===== src/rtl/lsu_lane_pkg.sv =====
package lsu_lane_pkg;

    typedef enum logic [1:0] {
        ACC_WORD  = 2'b00,
        ACC_SBYTE = 2'b01,
        ACC_UBYTE = 2'b10,
        ACC_RSVD  = 2'b11
    } acc_kind_e;

endpackage


===== src/rtl/lsu_lane_map.sv =====
module lsu_lane_map #(
    parameter int NB = 4
) (
    input  logic [$clog2(NB)-1:0] off,
    input  logic                  big_endian,
    output logic [NB-1:0]         lane_sel
);
    localparam int OFF_W = $clog2(NB);

    // One decoder per physical lane; mode picks which offset owns it.
    for (genvar k = 0; k < NB; k++) begin : g_lane
        assign lane_sel[k] = big_endian ? (off == OFF_W'(NB - 1 - k))
                                        : (off == OFF_W'(k));
    end

endmodule


===== src/rtl/lsu_load_extract.sv =====
module lsu_load_extract
    import lsu_lane_pkg::*;
#(
    parameter int NB     = 4,
    parameter int BYTE_W = 8
) (
    input  logic [NB-1:0]        lane_sel,
    input  logic [NB*BYTE_W-1:0] rd_word,
    input  acc_kind_e            kind,
    output logic [NB*BYTE_W-1:0] byte_value
);
    localparam int DATA_W = NB * BYTE_W;

    logic [BYTE_W-1:0] picked;
    logic              fill;

    always_comb begin
        picked = '0;
        for (int k = 0; k < NB; k++) begin
            if (lane_sel[k]) begin
                picked = picked | rd_word[k*BYTE_W +: BYTE_W];
            end
        end
        fill       = (kind == ACC_SBYTE) ? picked[BYTE_W-1] : 1'b0;
        byte_value = {{(DATA_W - BYTE_W){fill}}, picked};
    end

endmodule


===== src/rtl/lsu_store_place.sv =====
module lsu_store_place
    import lsu_lane_pkg::*;
#(
    parameter int NB     = 4,
    parameter int BYTE_W = 8
) (
    input  logic [NB-1:0]        lane_sel,
    input  logic [NB*BYTE_W-1:0] st_data,
    input  acc_kind_e            kind,
    input  logic                 st_en,
    input  logic                 word_bad,
    output logic [NB*BYTE_W-1:0] wr_word,
    output logic [NB-1:0]        wr_be
);
    always_comb begin
        if (kind == ACC_WORD) begin
            wr_word = st_data;
            wr_be   = (st_en && !word_bad) ? {NB{1'b1}} : '0;
        end else begin
            wr_word = {NB{st_data[BYTE_W-1:0]}};
            wr_be   = st_en ? lane_sel : '0;
        end
    end

endmodule


===== src/rtl/lsu_lane_unit.sv =====
module lsu_lane_unit
    import lsu_lane_pkg::*;
#(
    parameter int NB     = 4,
    parameter int BYTE_W = 8
) (
    input  logic                       clk,
    input  logic                       rst_n,
    input  logic                       big_endian,
    input  logic [1:0]                 kind,
    input  logic [$clog2(NB)-1:0]      addr_lo,
    input  logic                       st_en,
    input  logic [NB*BYTE_W-1:0]       rd_word,
    input  logic [NB*BYTE_W-1:0]       st_data,
    output logic [NB*BYTE_W-1:0]       ld_value,
    output logic [NB*BYTE_W-1:0]       wr_word,
    output logic [NB-1:0]              wr_be,
    output logic                       misalign
);
    localparam int DATA_W = NB * BYTE_W;

    acc_kind_e          kind_e;
    logic [NB-1:0]      lane_sel;
    logic [DATA_W-1:0]  byte_value;
    logic [DATA_W-1:0]  ld_next;
    logic [DATA_W-1:0]  wr_word_next;
    logic [NB-1:0]      wr_be_next;
    logic               word_bad;

    assign kind_e   = acc_kind_e'(kind);
    assign word_bad = (kind_e == ACC_WORD) && (addr_lo != '0);

    lsu_lane_map #(.NB(NB)) u_map (
        .off        (addr_lo),
        .big_endian (big_endian),
        .lane_sel   (lane_sel)
    );

    lsu_load_extract #(.NB(NB), .BYTE_W(BYTE_W)) u_load (
        .lane_sel   (lane_sel),
        .rd_word    (rd_word),
        .kind       (kind_e),
        .byte_value (byte_value)
    );

    lsu_store_place #(.NB(NB), .BYTE_W(BYTE_W)) u_store (
        .lane_sel (lane_sel),
        .st_data  (st_data),
        .kind     (kind_e),
        .st_en    (st_en),
        .word_bad (word_bad),
        .wr_word  (wr_word_next),
        .wr_be    (wr_be_next)
    );

    always_comb begin
        unique case (kind_e)
            ACC_WORD:                       ld_next = word_bad ? '0 : rd_word;
            ACC_SBYTE, ACC_UBYTE, ACC_RSVD: ld_next = byte_value;
        endcase
    end

    always_ff @(posedge clk) begin
        if (!rst_n) begin
            ld_value <= '0;
            wr_word  <= '0;
            wr_be    <= '0;
            misalign <= 1'b0;
        end else begin
            ld_value <= ld_next;
            wr_word  <= wr_word_next;
            wr_be    <= wr_be_next;
            misalign <= word_bad;
        end
    end

    // ---------------- assertions ----------------
    a_r3_word_load_passthru: assert property (@(posedge clk) disable iff (!rst_n)
        (kind == 2'b00 && addr_lo == '0) |=> (ld_value == $past(rd_word)));

    a_r6_sign_fill: assert property (@(posedge clk) disable iff (!rst_n)
        (kind == 2'b01) |=> (ld_value[DATA_W-1:BYTE_W] == {(DATA_W-BYTE_W){ld_value[BYTE_W-1]}}));

    a_r7_zero_fill: assert property (@(posedge clk) disable iff (!rst_n)
        (kind[1] == 1'b1) |=> (ld_value[DATA_W-1:BYTE_W] == '0));

    a_r8_word_store: assert property (@(posedge clk) disable iff (!rst_n)
        (st_en && kind == 2'b00 && addr_lo == '0) |=> (wr_be == {NB{1'b1}} && wr_word == $past(st_data)));

    a_r9_byte_store_onehot: assert property (@(posedge clk) disable iff (!rst_n)
        (st_en && kind != 2'b00) |=> ($countones(wr_be) == 1 && wr_word == {NB{$past(st_data[BYTE_W-1:0])}}));

    a_r10_misalign: assert property (@(posedge clk) disable iff (!rst_n)
        (kind == 2'b00 && addr_lo != '0) |=> (misalign && wr_be == '0 && ld_value == '0));

    a_r10_byte_never_misaligned: assert property (@(posedge clk) disable iff (!rst_n)
        (kind != 2'b00) |=> !misalign);

    a_r11_no_store_no_enable: assert property (@(posedge clk) disable iff (!rst_n)
        !st_en |=> (wr_be == '0));

endmodule


===== config.mk =====
export PLATFORM = sky130hd
export DESIGN_NAME = lsu_lane_unit
export DESIGN_NICKNAME = d
export VERILOG_FILES = /design/src/rtl/lsu_lane_pkg.sv /design/src/rtl/lsu_lane_map.sv /design/src/rtl/lsu_load_extract.sv /design/src/rtl/lsu_store_place.sv /design/src/rtl/lsu_lane_unit.sv
export SDC_FILE = /design/constraint.sdc
export NUM_CORES = 1
export LEC_CHECK = 0
export BUFFER_PORTS_ARGS = -buffer_cell sky130_fd_sc_hd__buf_2
export CAP_MARGIN = 20
export CORE_ASPECT_RATIO = 1.4
export CORE_MARGIN = 4
export CORE_UTILIZATION = 37
export DETAILED_ROUTE_END_ITERATION = 7
export PLACE_DENSITY_LB_ADDON = 0.15
export SYNTH_ARGS = -nofsm -noshare
export SYNTH_HDL_FRONTEND = slang
export SYNTH_SLANG_ARGS = --single-unit
export TNS_END_PERCENT = 100

===== constraint.sdc =====
create_clock -name clk -period 1.8 [get_ports clk]
set_input_delay 0.36 -clock clk [delete_from_list [all_inputs] [get_ports clk]]
set_output_delay 0.36 -clock clk [all_outputs]
set_load 0.005 [all_outputs]

Yosys cells after proc, flatten, opt, wreduce, memory -nomap -nowiden
Index checks and enable logic that the tools add are counted.
W data, S select, Z words.

storage, ports and cells
  output and inout port bits = 69
  logic and storage cells = 35
  flip-flop bits (word level) = 69

cells by class
  equality and inequality tests = 6
  bitwise gates (word level) = 3
  mux-type cells = 15
  reduce and logical (&&, ||, !) cells = 7

operators with widths
  operator              number
  $mux W32              2
  $pmux W32 S2          1
  $mux W8               4
  $or A8 B8 Y8          3
  $mux W4               3
  $eq A2 B2 Y1 const B  4
  $mux W1               5
  $eq A2 B1 Y1 const B  2
  $logic_not A2 Y1      2
  $reduce_or A3 Y1      1
  $logic_and A1 B1 Y1   2
  $reduce_bool A2 Y1    1
  $logic_not A1 Y1      1

Depth between registers and ports, before layout
Gate-level depths: netlist (run 1).

  word-level depth = 11
  mapped depth = 6
  gate-level depth less buffers = 4

Cells and area by module
A second synthesis (run 1) with hierarchy kept.

second synthesis, totals
  cells, all modules = 271
  area total of the unflattened synthesis = 2,944.1 um2

modules (own cells, without submodules)
  module            area an instance (um2)  instances  cells an instance
  lsu_lane_unit     2,050.7                 1          156
  lsu_load_extract  422.9                   1          54
  lsu_store_place   402.9                   1          51
  lsu_lane_map      67.6                    1          10

Worst setup path before layout (run 1)
OpenSTA, ideal clock, no wires.

  path kind = input to register
  start = input port big_endian
  end = register ld_value[6]
  path buffers = 2
  data arrival time = 1.469 ns
  data required time = 1.670 ns
  stages = 5
  slack = 0.201 ns
  path through = buf_2 > buf_2 > mux2_2 > a222oi_1 > o2bb2ai_1

on the way
  word-level cells in the longest chain between the ends = 9
  elaborated cells between the ends (all ways) = 12
  classes of those cells = 9 x mux; 3 x bitwise

ends and longest elaborated chain
  item                  RTL line                RTL
  start, declared       lsu_lane_unit.sv:9      input logic big_endian,
  $mux W1               lsu_lane_map.sv:12      assign lane_sel[k] = big_endian ? (off == OFF_W'(NB - 1 - k))
  $mux W8               lsu_load_extract.sv:20  if (lane_sel[k]) begin
  $or A8 B8 Y8          lsu_load_extract.sv:21  picked = picked | rd_word[k*BYTE_W +: BYTE_W];
  $mux W8               lsu_load_extract.sv:20
  $or A8 B8 Y8          lsu_load_extract.sv:21
  $mux W8               lsu_load_extract.sv:20
  $or A8 B8 Y8          lsu_load_extract.sv:21
  $mux W8 *             lsu_load_extract.sv:20
  $pmux W32 S2 *        lsu_lane_unit.sv:57     unique case (kind_e)
  end signal, assigned  lsu_lane_unit.sv:70     ld_value <= ld_next;
  end, declared         lsu_lane_unit.sv:15     output logic [NB*BYTE_W-1:0] ld_value,

Every way passes the cells marked *; elsewhere a longest branch is shown, timed or not.
A chain may end at the register's enable or synchronous reset.

Worst setup path after layout (run 1)
  start = input port addr_lo[0]
  end = register ld_value[4]

on the way
  word-level cells in the longest chain between the ends = 10
  elaborated cells between the ends (all ways) = 19
  classes of those cells = 3 x eq/ne; 10 x mux; 3 x bitwise; 3 x reduce/logical

ends and longest elaborated chain
  item                                              RTL line                                RTL
  start, declared                                   lsu_lane_unit.sv:11                     input logic [$clog2(NB)-1:0] addr_lo,
  $eq A2 B2 Y1 or $logic_not A2 Y1 (tied branches)  lsu_lane_map.sv:12, lsu_lane_map.sv:13
  $mux W1                                           lsu_lane_map.sv:12
  $mux W8                                           lsu_load_extract.sv:20
  $or A8 B8 Y8                                      lsu_load_extract.sv:21
  $mux W8                                           lsu_load_extract.sv:20
  $or A8 B8 Y8                                      lsu_load_extract.sv:21
  $mux W8                                           lsu_load_extract.sv:20
  $or A8 B8 Y8                                      lsu_load_extract.sv:21
  $mux W8                                           lsu_load_extract.sv:20
  $pmux W32 S2 *                                    lsu_lane_unit.sv:57

Marks and branches as above.

==> results of run 1 <==
==> layout by cell type (no fill, tap or decap), types with 3 or more instances in the layout <==
master and n:
buf_2 140, dfxtp_1 69, nor2b_1 37, a21oi_1 27
a21o_1 25, mux2_2 16, buf_4 15, clkbuf_8 11
and2_1 8, a222oi_1 7, o2bb2ai_1 7, nor2_1 5
bufinv_16 3
==> layout make-up <==
class	count	area, µm²
Fill cell	643	2990
Sequential cell	69	1380
Multi-Input combinational cell	156	1130
Timing Repair Buffer	156	825
Clock buffer	11	151
Tap cell	92	115
Clock inverter	5	106
Inverter	2	7.51
==> per-stage QoR <==
step / std cells / total power, µW / TNS [ns]
2_1_floorplan: 244 / 1900 / 0
3_3_place_gp: 474 / 2140 / -7.46
3_5_place_dp: 475 / 2150 / -1.80
4_1_cts: 491 / 3730 / 0
5_1_grt: 491 / 3860 / 0
6_report: 491 / 3670 / 0
==> state kept, by name, summed over array words and instances (netlist names) <==
| signal | flops |
|---|---|
| wr_be | 4 |
| wr_word | 32 |
| misalign | 1 |
| ld_value | 32 |
==> kinds of logic after synthesis <==
| group | Yosys count | synth area share (%) |
|---|---|---|
| buf+inv | 19 | 3.61 |
| mux | 17 | 7.32 |
| simple gates | 63 | 15.2 |
| compound gates | 76 | 20.7 |
| flops | 69 | 53.2 |
==> power groups by stage <==
stage	Sequential [µW]	Clock, µW	Combinational (µW)
finish	1630	1570	471
global route	1640	1690	524
CTS	1640	1620	481
detailed placement	1670	0	480
global placement	1670	0	473
floorplan	1690	0	213
==> routing by layer <==
metal | vias to the layer above | global-route usage, % | share of wire (%) | wire (µm)
li1 | 1163 | - | - | -
met1 | 1025 | 18.1 | 37 | 2650
met2 | 95 | 32.1 | 53 | 3860
met3 | 10 | 5.71 | 8.3 | 602
met4 | 0 | 5.90 | 1.6 | 114
met5 | - | 0 | 0 | 0
==> worst paths after layout <==
| path | depth (start not counted) | endpoint | slack [ns] | start |
|---|---|---|---|---|
| setup / recovery | 7 | ld_value[4]$_SDFF_PN0_ | 0.20 | addr_lo[0] |
| hold / removal | 2 | ld_value[5]$_SDFF_PN0_ | 0.22 | rd_word[5] |
==> reports/qor.csv, run 1 <==
metric,value,unit
outcome,"complete, no violations",
clk_pin_slew_worst_paths,0.07,ns
max_cap_viol_count,0,
share_comb_of_total_power,12.8,%
clock-sinks,69,
hold_buffers,0,
drtIter0Drc,73,
internal-power,2860,µW
clock.fmax,0.627,GHz
hold_ws,0.220,ns
firstDrtPassIters,5,
cts_setup_buffers,0,
slew_violations,0,
yosys_register_bits,69,
ys_top_cells_by_area,"dfxtp_1 (53%), nor2b_1 (8.9%), a21o_1 (7.2%)",
synth_edf_count,0,
period_minus_slack,1.60,ns
swShare,22.1,%
cts_buffer_depth,2,
synth_most_common_cell,dfxtp_1,
wirelength,7.23,mm
cts_buffers,9,
pre_cts_slack,-0.151,ns
cts_max_level,3,
hold_viol_final,0,
synth_largest_area_cell,dfxtp_1,
synthFlopType,dfxtp_1,
postSynthCellCount,244,
timing.final.ws_setup,0.204,ns
yosysUniqueCellTypes,35,
crit_type,input pin to register,
critPathLaunchType,input pin,
post_drt_wl_per_cell,14.7,µm
dieHeight,107,µm
setup_violations,0,
critical-path-max-stage-delay,0.44,ns
row_count,35,
final_cell_area,3710,µm²
grt_use_total,17.4,%
fin_nets,466,
fin_crit_sh,88.7,%
initial_core_util,38.8,%
cts_tree,done,
drcViolationCount,0,
async_flop_share,0,%
synth_top_area_share,53.2,%
rsz0062_at_grt,no,
antenna_found_initial,0,
tightest_slew,0.651,ns
peakVddDrop,0.000594,V
dpl.hpwl,5.67,mm
crit_path_cell_trace,buf_2 > buf_4 > buf_4 > nor2b_1 > a22o_1 > a222oi_1 > o2bb2ai_1,
p_clk_share,42.7,%
ys.warnings.count,0,
arrival,1.81,ns
utilization,55.4,%
place_area,3460,µm²
p_switching,812,µW
critPathMaxFanout,10,
syn_area_per_cell,10.6,µm²
max_slew_margin,56.3,%
grt_overflow_total,0,
grt_pass1_vias,2372,
crit_top_cell,buf_4,
cp-end-kind,register,
io_pins,141,
root_buffer,clkbuf_8,
grt_pass1_wl,11.3,mm
cp_top_family,compound AO/OA/AOI/OAI gates,
slowest_stage,a222oi_1,
synth_common_cells,"dfxtp_1 (69), nor2b_1 (37), a21oi_1 (27), a21o_1 (25), mux2_2 (16)",
p_per_area,989,nW/µm²
pwr-share-seq,44.5,%
hp-class,input pin to register,
place.port_buffers,140,
num_antenna_cells,0,
p_leak,0.00196,µW
seq_area_frac_synth,53.2,%
cp_data_required_time,2.02,ns
post_cts_resized,0,
route.vias.total,2293,
ant_nets,0,
crit_buf_inv,3,
core,6700,µm²
area_delta_synth_final,43.0,%
grt_max_degree,37,
die-area,8440,µm²
syn-num-nets,316,
place_congestion,0.768,
drive_gt1_share,48.6,%
viasPerCell,4.67,
die_w,78.8,µm
syn_area,2600,µm²
No activity file was read; power rests on OpenSTA's default activity.
==> run 2, diff against run 1 <==
--- a/config.mk
+++ b/config.mk
@@ -12,6 +12,7 @@
 export CORE_UTILIZATION = 37
 export DETAILED_ROUTE_END_ITERATION = 7
 export PLACE_DENSITY_LB_ADDON = 0.15
+export REMOVE_ABC_BUFFERS = 1
 export SYNTH_ARGS = -nofsm -noshare
 export SYNTH_HDL_FRONTEND = slang
 export SYNTH_SLANG_ARGS = --single-unit
==> reports/qor.csv, run 2 (same netlist as run 1, synthesis figures left out) <==
metric,value,unit,change
outcome,"complete, no violations",,unchanged
arrival,1.68,ns,was 1.81 ns
utilization,54.0,%,was 55.4%
grt.met1_usage,16.9,%,was 18.1%
grt_overflow_total,0,,unchanged
drive_gt1_share,48.0,%,was 48.6%
swShare,24.0,%,was 22.1%
place.port_buffers,140,,unchanged
grtUsageMet3,8.07,%,was 5.71%
drcViolationCount,0,,unchanged
grt_pass1_wl,10.8,mm,was 11.3 mm
period_minus_slack,1.46,ns,was 1.60 ns
hp-class,input pin to register,,unchanged
grt_pass1_vias,2386,,"was 2,372"
route.vias.total,2315,,"was 2,293"
timing.final.ws_setup,0.336,ns,was 0.204 ns
fin_crit_sh,81.4,%,was 88.7%
setup_violations,0,,unchanged
drtIter0Drc,88,,was 73
pre_cts_slack,-0.0218,ns,was -0.151 ns
die-area,8440,µm²,unchanged
dpl.hpwl,5.21,mm,was 5.67 mm
grt_use_met2,28.1,%,was 32.1%
post_drt_wl_per_cell,13.8,µm,was 14.7 µm
grt_max_degree,37,,unchanged
pwr-share-seq,50.1,%,was 44.5%
fin_nets,464,,was 466
num-fill-cells,680,,was 643
crit_type,input pin to register,,unchanged
startpoint,big_endian,,was addr_lo[0]
internal-power,2480,µW,was 2860 µW
wirelength,6.75,mm,was 7.23 mm
initial_core_util,38.8,%,unchanged
critPathMaxFanout,19,,was 10
tightest_slew,0.599,ns,was 0.651 ns
cts_max_level,3,,unchanged
layout_common_cells,"buf_2 (140), dfxtp_1 (69), nor2b_1 (37)",,unchanged
hold_viol_final,0,,unchanged
share_comb_of_total_power,14.0,%,was 12.8%
place_area,3440,µm²,was 3460 µm²
max_cap_viol_count,0,,unchanged
p_switching,783,µW,was 812 µW
final_cell_area,3620,µm²,was 3710 µm²
place_congestion,0.755,,was 0.768
cts_setup_buffers,0,,unchanged
cts_buffer_depth,2,,unchanged
io_pins,141,,unchanged
num_antenna_cells,0,,unchanged
p_leak,0.00192,µW,was 0.00196 µW
die_w,78.8,µm,unchanged
core,6700,µm²,unchanged
critPathLaunchType,input pin,,unchanged
clock-sinks,69,,unchanged
grt_use_total,16.3,%,was 17.4%
clk_pin_slew_worst_paths,0.07,ns,about the same
root_buffer,clkbuf_8,,unchanged
hold_ws,0.234,ns,was 0.220 ns
post_cts_resized,0,,unchanged
peakVddDrop,0.000482,V,was 0.000594 V
cp-endpoint,ld_value[5]$_SDFF_PN0_,,was ld_value[4]$_SDFF_PN0_
viasPerCell,4.74,,was 4.67
min_from,rd_word[5],,unchanged
p_per_area,902,nW/µm²,was 989 nW/µm²
hold_buffers,0,,unchanged
grt-busiest-layer,met2,,unchanged
clock.fmax,0.683,GHz,was 0.627 GHz
max_slew_margin,60.0,%,was 56.3%
dieHeight,107,µm,unchanged
row_count,35,,unchanged
ant_nets,0,,unchanged
layout_commonest_cell,buf_2,,unchanged
reg.largest.list,"ld_value (32), wr_word (32), wr_be (4)",,unchanged
cp_data_required_time,2.02,ns,about the same
p_clk_share,35.9,%,was 42.7%
cts_tree,done,,unchanged
rsz0062_at_grt,no,,unchanged
cts_buffers,9,,unchanged
slew_violations,0,,unchanged
firstDrtPassIters,4,,was 5
cp-end-kind,register,,unchanged
antenna_found_initial,0,,unchanged
hold-path-cell-count,2,,unchanged
area_delta_synth_final,39.4,%,was 43.0%
-- run 2: worst min path at each step --
stage                         endpoint  slack (ns)
3_5_place_dp    ld_value[1]$_SDFF_PN0_        0.57
2_1_floorplan  ld_value[10]$_SDFF_PN0_        0.47
3_3_place_gp     wr_word[6]$_SDFF_PN0_        0.57
6_report        ld_value[5]$_SDFF_PN0_        0.23
5_1_grt         ld_value[1]$_SDFF_PN0_        0.21
4_1_cts         ld_value[5]$_SDFF_PN0_        0.22
-- run 2: final cells by class --
class	count	area (µm²)	share of cell area [%]
inverter	2	7.51	0.207
timing repair buffer	154	810	22.4
clock inverter	5	52.6	1.45
multi-input combinational	156	1130	31.1
clock buffer	10	128	3.52
sequential	69	1380	38.1
tap	92	115	3.18
-- run 2: worst max-delay path, stage by stage --
cell and delay [ns]:
buf_2 0.13, buf_4 0.26, nor2b_1 0.08, a22o_1 0.34, a222oi_1 0.39, o2bb2ai_1 0.11
-- run 2: power groups by stage --
stage / logic, µW / registers [µW] / clock network [µW]
after detailed placement: 465 / 1670 / 0
after floorplan: 187 / 1690 / 0
after CTS: 466 / 1640 / 1220
final: 459 / 1640 / 1170
after global routing: 514 / 1640 / 1300
after global placement: 456 / 1670 / 0
-- run 2: routing by layer --
| layer | up-vias | wire length (µm) |
|---|---|---|
| met2 | 111 | 3260 |
| met1 | 1036 | 2620 |
| met3 | 10 | 779 |
| met4 | 0 | 98 |
| li1 | 1158 | - |
| met5 | - | 0 |
-- run 2: stage by stage --
stage                     setup TNS (ns)  total power, µW  cells
after floorplan                   -23.68             1870    227
after global placement             -6.16             2130    472
after detailed placement         -0.0559             2140    473
after CTS                              0             3320    488
after global routing                   0             3460    488
final                                  0             3270    488
==> run 3, diff against run 2 <==
==> constraint.sdc (replaced) <==
create_clock -name clk -period 1.45 [get_ports clk]
set_input_delay 0.29 -clock clk [delete_from_list [all_inputs] [get_ports clk]]
set_output_delay 0.29 -clock clk [all_outputs]
set_load 0.005 [all_outputs]
==> reports/qor.csv, run 3 (same netlist as run 1, synthesis figures left out) <==
metric,value,unit,change
ant_nets,0,,unchanged
place_congestion,0.734,,was 0.755
p_leak,0.00196,µW,was 0.00192 µW
hold_viol_final,0,,unchanged
max_slew_margin,60.8,%,was 60.0%
root_buffer,clkbuf_8,,unchanged
min_from,st_data[6],,was rd_word[5]
post_cts_resized,0,,unchanged
die_w,78.8,µm,unchanged
critPathLaunchType,input pin,,unchanged
fin_nets,467,,was 464
post_drt_wl_per_cell,13.5,µm,was 13.8 µm
wirelength,6.64,mm,was 6.75 mm
crit_path_cell_trace,buf_2 > buf_4 > nor2b_1 > a22o_2 > a222oi_1 > o2bb2ai_1,,was buf_2 > buf_4 > nor2b_1 > a22o_1 > a222oi_1 > o2bb2ai_1
p_per_area,1160,nW/µm²,was 902 nW/µm²
cp_data_required_time,1.67,ns,was 2.02 ns
tightest_slew,0.586,ns,was 0.599 ns
power,4290,µW,was 3270 µW
reg.largest.list,"ld_value (32), wr_word (32), wr_be (4)",,unchanged
cp-end-kind,register,,unchanged
drtIter0Drc,61,,was 88
rsz0062_at_grt,no,,unchanged
cts_setup_buffers,0,,unchanged
route.vias.total,2326,,"was 2,315"
grt_pass1_wl,10.5,mm,was 10.8 mm
place.port_buffers,140,,unchanged
setup_violations,0,,unchanged
dpl.hpwl,5.00,mm,was 5.21 mm
arrival,1.56,ns,was 1.68 ns
cts_max_level,3,,unchanged
row_count,35,,unchanged
slowest_stage,a222oi_1,,unchanged
clock-sinks,69,,unchanged
die-area,8440,µm²,unchanged
firstDrtPassIters,5,,was 4
core,6700,µm²,unchanged
cts_tree,done,,unchanged
max_cap_viol_count,0,,unchanged
dieHeight,107,µm,unchanged
fin_crit_sh,92.6,%,
critPathMaxFanout,10,,was 19
layout_common_cells,"buf_2 (140), dfxtp_1 (69), nor2b_1 (37)",,unchanged
drcViolationCount,0,,unchanged
period_minus_slack,1.34,ns,
cts_buffers,9,,unchanged
initial_core_util,38.8,%,unchanged
outcome,"complete, no violations",,unchanged
clk_pin_slew_worst_paths,0.07,ns,about the same
clock.fmax,0.745,GHz,
cts_buffer_depth,2,,unchanged
cp_top_family,compound AO/OA/AOI/OAI gates,,unchanged
crit_buf_inv,2,,unchanged
io_pins,141,,unchanged
grt_pass1_vias,2351,,"was 2,386"
tns,0,ns,unchanged
layout_commonest_cell,buf_2,,unchanged
grt_max_degree,37,,unchanged
antenna_found_initial,0,,unchanged
grt_overflow_total,0,,unchanged
hold_buffers,0,,unchanged
crit_type,input pin to register,,unchanged
grt_use_total,15.8,%,was 16.3%
critical-path-max-stage-delay,0.38,ns,was 0.39 ns
num_antenna_cells,0,,unchanged
drive_gt1_share,48.9,%,was 48.0%
area_delta_synth_final,42.7,%,was 39.4%
peakVddDrop,0.000725,V,was 0.000482 V
hp-class,input pin to register,,unchanged
startpoint,addr_lo[0],,was big_endian
viasPerCell,4.74,,about the same
slew_violations,0,,unchanged
==> run 3: cell count changes in the layout (fill, tap and decap cells not counted), sizes merged <==
cell | before | now
bufinv | 1 | 2
buf | 154 | 157
clkinvlp | 1 | 0
==> run 3: where the power goes <==
part	internal (µW)	switching [µW]
combinational	315	268
sequential	2010	23.7
clock	997	682
==> run 3: layer usage <==
metal	track usage (%)	vias to the layer above	share of wire (%)
met5	0	-	0
met4	8.85	0	2.3
met3	6.89	14	11
met2	26.0	111	47
met1	16.7	1037	39
li1	-	1164	-
==> run 3: cell type report <==
type                       instances  area [µm²]
multi-input combinational        156        1130
tap                               92         115
inverter                           2        7.51
fill                             658        2990
sequential                        69        1380
clock buffer                      10         138
timing repair buffer             157         861
clock inverter                     5        75.1
==> run 3: final timing paths <==
kind | endpoint | slack, ns | cells after the start
setup / recovery | ld_value[6]$_SDFF_PN0_ | 0.11 | 6
hold / removal | wr_word[6]$_SDFF_PN0_ | 0.16 | 2
==> run 3: through the flow <==
step | setup WS (ns) | hold slack (ns) | area (µm²) | instances | util (%)
final | 0.107 | 0.156 | 3710 | 491 | 55.3
after global routing | 0.00473 | 0.137 | 3710 | 491 | 55.3
after global placement | -0.550 | 0.502 | 3480 | 475 | 51.9
after CTS | 0.0730 | 0.137 | 3700 | 491 | 55.2
after detailed placement | -0.296 | 0.500 | 3490 | 476 | 52.1
after floorplan | -1.23 | 0.400 | 2510 | 227 | -
